--- config.mk ---
export PLATFORM = sky130hd
export DESIGN_NAME = alu_cc_core
export DESIGN_NICKNAME = d
export VERILOG_FILES = /design/src/rtl/alu_cc_pkg.sv /design/src/rtl/alu_cc_decode.sv /design/src/rtl/alu_cc_adder.sv /design/src/rtl/alu_cc_logic.sv /design/src/rtl/alu_cc_core.sv
export SDC_FILE = /design/constraint.sdc
export NUM_CORES = 1
export LEC_CHECK = 0
export ABC_AREA = 1
export BUFFER_PORTS_ARGS = -buffer_cell sky130_fd_sc_hd__buf_4
export CELL_PAD_IN_SITES_DETAIL_PLACEMENT = 1
export CELL_PAD_IN_SITES_GLOBAL_PLACEMENT = 1
export CORE_MARGIN = 5
export CORE_UTILIZATION = 36
export CTS_CLUSTER_DIAMETER = 50
export DETAILED_ROUTE_END_ITERATION = 8
export GPL_TIMING_DRIVEN = 0
export PLACE_DENSITY_LB_ADDON = 0.1
export SKIP_CTS_REPAIR_TIMING = 1
export SLEW_MARGIN = 30
export SYNTH_ARGS = -nofsm -noshare
export SYNTH_HDL_FRONTEND = slang
export SYNTH_SLANG_ARGS = --single-unit
--- constraint.sdc ---
create_clock -name clk -period 7.2 [get_ports clk]
set_input_delay 1.08 -clock clk [delete_from_list [all_inputs] [get_ports clk]]
set_output_delay 1.08 -clock clk [all_outputs]
set_load 0.03 [all_outputs]
--- src/rtl/alu_cc_pkg.sv ---
package alu_cc_pkg;
   localparam int OPC_W = 4;

   typedef enum logic [1:0] {OP_ADD = 2'd0, OP_AND = 2'd1, OP_OR = 2'd2, OP_XOR = 2'd3} base_op_t;
   typedef enum logic [1:0] {CIN_ZERO = 2'd0, CIN_ONE = 2'd1, CIN_PREV = 2'd2, CIN_NPREV = 2'd3} cin_sel_t;
   typedef enum logic [1:0] {CO_HOLD = 2'd0, CO_ZERO = 2'd1, CO_CALC = 2'd2, CO_NCALC = 2'd3} cout_sel_t;

   typedef struct packed {
      base_op_t  op;
      logic      inv_b;
      cin_sel_t  cin;
      cout_sel_t cout;
   } alu_ctl_t;

   localparam logic [OPC_W-1:0] OPC_ADD  = 4'd0;
   localparam logic [OPC_W-1:0] OPC_ADDC = 4'd1;
   localparam logic [OPC_W-1:0] OPC_SUB  = 4'd2;
   localparam logic [OPC_W-1:0] OPC_SUBB = 4'd3;
   localparam logic [OPC_W-1:0] OPC_AND  = 4'd4;
   localparam logic [OPC_W-1:0] OPC_OR   = 4'd5;
   localparam logic [OPC_W-1:0] OPC_XOR  = 4'd6;
   localparam logic [OPC_W-1:0] OPC_CLC  = 4'd7;
   localparam logic [OPC_W-1:0] OPC_ANDN = 4'd8;
   localparam logic [OPC_W-1:0] OPC_SETC = 4'd9;
endpackage

--- src/rtl/alu_cc_decode.sv ---
module alu_cc_decode
   import alu_cc_pkg::*;
(
   input  logic [OPC_W-1:0] opcode,
   output alu_ctl_t         ctl
);
   always_comb begin
      unique case (opcode)
         OPC_ADD:  ctl = '{op: OP_ADD, inv_b: 1'b0, cin: CIN_ZERO,  cout: CO_CALC};
         OPC_ADDC: ctl = '{op: OP_ADD, inv_b: 1'b0, cin: CIN_PREV,  cout: CO_CALC};
         OPC_SUB:  ctl = '{op: OP_ADD, inv_b: 1'b1, cin: CIN_ONE,   cout: CO_NCALC};
         OPC_SUBB: ctl = '{op: OP_ADD, inv_b: 1'b1, cin: CIN_NPREV, cout: CO_NCALC};
         OPC_AND:  ctl = '{op: OP_AND, inv_b: 1'b0, cin: CIN_PREV,  cout: CO_HOLD};
         OPC_OR:   ctl = '{op: OP_OR,  inv_b: 1'b0, cin: CIN_PREV,  cout: CO_HOLD};
         OPC_XOR:  ctl = '{op: OP_XOR, inv_b: 1'b0, cin: CIN_PREV,  cout: CO_HOLD};
         OPC_CLC:  ctl = '{op: OP_OR,  inv_b: 1'b0, cin: CIN_ZERO,  cout: CO_ZERO};
         OPC_ANDN: ctl = '{op: OP_AND, inv_b: 1'b1, cin: CIN_PREV,  cout: CO_HOLD};
         OPC_SETC: ctl = '{op: OP_XOR, inv_b: 1'b0, cin: CIN_ONE,   cout: CO_CALC};
         default:  ctl = '{op: OP_OR,  inv_b: 1'b0, cin: CIN_PREV,  cout: CO_HOLD};
      endcase
   end
endmodule

--- src/rtl/alu_cc_adder.sv ---
module alu_cc_adder #(
   parameter int WIDTH = 32,
   parameter int SEG_W = 16
) (
   input  logic [WIDTH-1:0] x,
   input  logic [WIDTH-1:0] y,
   input  logic             cin,
   output logic [WIDTH-1:0] sum,
   output logic             cout
);
   localparam int NSEG = WIDTH / SEG_W;

   if (SEG_W < 1 || SEG_W > WIDTH || (WIDTH % SEG_W) != 0) begin : g_bad_seg
      $error("alu_cc_adder: SEG_W must divide WIDTH");
   end

   logic [NSEG:0] link;
   assign link[0] = cin;

   if (NSEG == 1) begin : g_flat
      assign {link[1], sum} = {1'b0, x} + {1'b0, y} + {{WIDTH{1'b0}}, cin};
   end else begin : g_chain
      for (genvar s = 0; s < NSEG; s++) begin : g_seg
         assign {link[s+1], sum[s*SEG_W +: SEG_W]} =
            {1'b0, x[s*SEG_W +: SEG_W]} + {1'b0, y[s*SEG_W +: SEG_W]} +
            {{SEG_W{1'b0}}, link[s]};
      end
   end

   assign cout = link[NSEG];
endmodule

--- src/rtl/alu_cc_logic.sv ---
module alu_cc_logic
   import alu_cc_pkg::*;
#(
   parameter int WIDTH = 32
) (
   input  base_op_t         op,
   input  logic [WIDTH-1:0] x,
   input  logic [WIDTH-1:0] y,
   output logic [WIDTH-1:0] r
);
   always_comb begin
      unique case (op)
         OP_AND:  r = x & y;
         OP_OR:   r = x | y;
         OP_XOR:  r = x ^ y;
         default: r = '0;
      endcase
   end
endmodule

--- src/rtl/alu_cc_core.sv ---
module alu_cc_core
   import alu_cc_pkg::*;
#(
   parameter int WIDTH = 32,
   parameter int SEG_W = 16
) (
   input  logic             clk,
   input  logic             rst_n,
   input  logic             en,
   input  logic [3:0]       opcode,
   input  logic [WIDTH-1:0] a,
   input  logic [WIDTH-1:0] b,
   output logic [WIDTH-1:0] result,
   output logic             c32,
   output logic             carry_q
);
   if (WIDTH < 2) begin : g_bad_width
      $error("alu_cc_core: WIDTH must be at least 2");
   end

   alu_ctl_t         ctl;
   logic [WIDTH-1:0] b_eff, add_sum, log_res;
   logic             cin, add_cout, computed, carry_d;

   alu_cc_decode u_dec (.opcode(opcode), .ctl(ctl));

   assign b_eff = ctl.inv_b ? ~b : b;

   always_comb begin
      unique case (ctl.cin)
         CIN_ZERO:  cin = 1'b0;
         CIN_ONE:   cin = 1'b1;
         CIN_PREV:  cin = carry_q;
         default:   cin = ~carry_q;
      endcase
   end

   alu_cc_adder #(.WIDTH(WIDTH), .SEG_W(SEG_W)) u_add (
      .x(a), .y(b_eff), .cin(cin), .sum(add_sum), .cout(add_cout)
   );

   alu_cc_logic #(.WIDTH(WIDTH)) u_log (
      .op(ctl.op), .x(a), .y(b_eff), .r(log_res)
   );

   assign result   = (ctl.op == OP_ADD) ? add_sum : log_res;
   assign computed = (ctl.op == OP_ADD) ? add_cout : cin;

   always_comb begin
      unique case (ctl.cout)
         CO_HOLD:  carry_d = carry_q;
         CO_ZERO:  carry_d = 1'b0;
         CO_CALC:  carry_d = computed;
         default:  carry_d = ~computed;
      endcase
   end

   assign c32 = computed ^ ctl.inv_b;

   always_ff @(posedge clk or negedge rst_n) begin
      if (!rst_n)  carry_q <= 1'b0;
      else if (en) carry_q <= carry_d;
   end
endmodule

==> impl_metrics.yaml <==
die:
  die_h_microns: 111
  initial_core_util: 0.372
  design.die.area_sq_um: 12300
  io-pin-count: 105
  core_sq_um: 9820
  fp-row-count: 36
  die_w_microns: 111
global_route:
  grt-ovfl-total: 0
  grt_pass1_vias: 4762
  grt_max_degree: 11
  grt_antenna_before_repair: 0
  track_usage: 0.210
  grt_pass1_wl_microns: 22300
power:
  power-per-cell-area_nw_per_um2: 140
  power_leakage_uw: 0.00265
  power.internal_uw: 238
  pwr-share-comb: 0.986
  power.net_switching_uw: 406
  seqPwrFrac: 0.014
  ir_drop_v: 0.0000578
  clkPwrFrac: 0
  switching_share: 0.631
synth:
  synth-seq-area-share: 0.00685
  synth_edf_count: 0
  postSynthCellCount: 633
  synth_area_per_cell_sq_um: 5.77
  ys.flop_type: "dfrtp_1"
  synth_commonest_cells: "nand2_1 (159), inv_1 (111), ha_1 (66), a21oi_1 (62), nand3_1 (46)"
  synth.most_common_cell: "nand2_1"
  synth_warnings: 0
  synth_cell_types: 39
  syn_nets: 774
  synthTopCellsByArea: "ha_1 (23%), nand2_1 (16%), inv_1 (11%)"
  syn-cell-area_sq_um: 3650
  synth_top_area_share: 0.226
  synth.largest_area_cell: "ha_1"
  synth-seq-cells: 1
  synthArstFlopShare: 1.00
finish:
  fin_area_sq_um: 4600
  top_register: "carry_q"
  num_antenna_cells: 0
  largest_reg_flops: 1
  final_core_util: 0.468
  finish.net_count: 879
  area_growth_pct: 26.0
  layout-drive-gt1-share: 0.182
  reg_top3: "carry_q (1)"
worst_hold_path:
  hp-start: "carry_q"
  hp-class: "reg -> reg"
  whs_path_depth: 2
  whs_endpoint: "carry_q"
route:
  drc: 0
  via_count: 4462
  drtIter0Drc: 111
  ant_nets: 0
  firstDrtPassIters: 4
  wl_microns: 13500
  via_per_inst: 5.13
  wl_per_cell_microns: 15.6
critical_path:
  path_class: "in -> out"
  r2r_start: "carry_q"
  r2r_setup_slack_ps: 3180
  critical_path_arrival_ps: 5590
  reg2reg_depth: 29
  critPathCaptureType: "output port"
  reg2reg_to: "carry_q"
  slowest_delay_ps: 440
  critPathTopFamily: "simple AND/OR/NAND/NOR gates"
  crit_top_cell: "nand2_1"
  crit_required_ps: 6120
  cp_num_buf_inv: 4
  worst_path_max_delay_cell: "fa_1"
  worstSetupStartpointType: "primary input"
  path_max_fanout: 10
place:
  io_buffers: 103
  postPlaceCellArea_sq_um: 4590
  post-place-ws_ps: 393
  dp_hpwl_microns: 11600
  gp_congestion: 0.888
timing:
  setup_ws_ps: 532
  period_share: 0.926
  tightestPinTransition_ps: 631
  fmax_ghz: 0.150
  tns_ps: 0
  fin_skew_ps: 0
  min_period_ps: 6670
  slew_headroom: 0.580
  finalSetupViolations: 0
  finalHoldViolCount: 0
  finalMaxSlewViolations: 0
  rsz0062_at_grt: "false"
run:
  max-cap-violations: 0
outcome:
  status: "completed"
cts:
  clkTransAtPathRegs_ps: 0
  clock_latency_ps: 0
worst register-to-register path: cells and delay by family (launching register included):
kind | cells | cell delay [ps]
DFF | 1 | 390
adders and majority gates | 4 | 1300
and+or+nand+nor | 22 | 2030
buffers and inverters | 3 | 240
through the flow:
stage | std cells | hold WS, ps | total power (uW)
finish | 869 | 583 | 643
global route | 869 | 639 | 713
CTS | 869 | 594 | 648
detailed placement | 869 | 594 | 645
global placement | 869 | 573 | 623
floorplan | 633 | 697 | 434
layout make-up:
type	instances	area [sq um]
buffer	20	125
sequential	1	25.0
timing repair buffer	103	773
multi-input combinational	496	3070
inverter	116	435
fill	1448	5220
tap	133	166
worst max-delay path by stage:
stage / startpoint / endpoint / slack, ps / cells after the start
3_5_place_dp: opcode[1] / c32 / 390 / 29
3_3_place_gp: opcode[1] / c32 / 500 / 29
2_1_floorplan: opcode[1] / c32 / 1100 / 28
4_1_cts: opcode[1] / c32 / 380 / 29
6_report: opcode[1] / c32 / 530 / 29
5_1_grt: opcode[1] / c32 / 120 / 28
power groups by stage:
| stage | registers, uW | clock network [uW] | logic (uW) |
|---|---|---|---|
| 5_1_grt | 9.77 | 0 | 703 |
| 3_3_place_gp | 9.31 | 0 | 614 |
| 4_1_cts | 9.46 | 0 | 638 |
| 2_1_floorplan | 12.0 | 0 | 422 |
| 3_5_place_dp | 9.45 | 0 | 636 |
| 6_report | 9.31 | 0 | 634 |
placed cells by master, fill, tap and decap left out, types with 12 or more instances in the layout:
master   count
o22ai_1     12
ha_1        66
xor2_1      36
inv_1      111
buf_4      106
a21oi_1     62
nor2_1      26
nand3_1     46
nand2_1    159
o21ai_0     29
logic make-up after synthesis:
group	Yosys count	share of synthesized area
flip-flops	1	0.00685
AND/OR/NAND/NOR	255	0.294
AO/OA/AOI/OAI	134	0.208
buffers and inverters	136	0.154
XOR/XNOR	37	0.0888
adder cells (fa/ha/maj)	70	0.248
layer usage:
metal | wire length [microns] | track usage | vias to the layer above
li1 | - | - | 2250
met2 | 7310 | 0.424 | 90
met3 | 440 | 0.00764 | 6
met1 | 5710 | 0.254 | 2116
met4 | 61 | 0.0156 | 0
met5 | 0 | 0 | -
No activity file was read; power rests on OpenSTA's default activity.
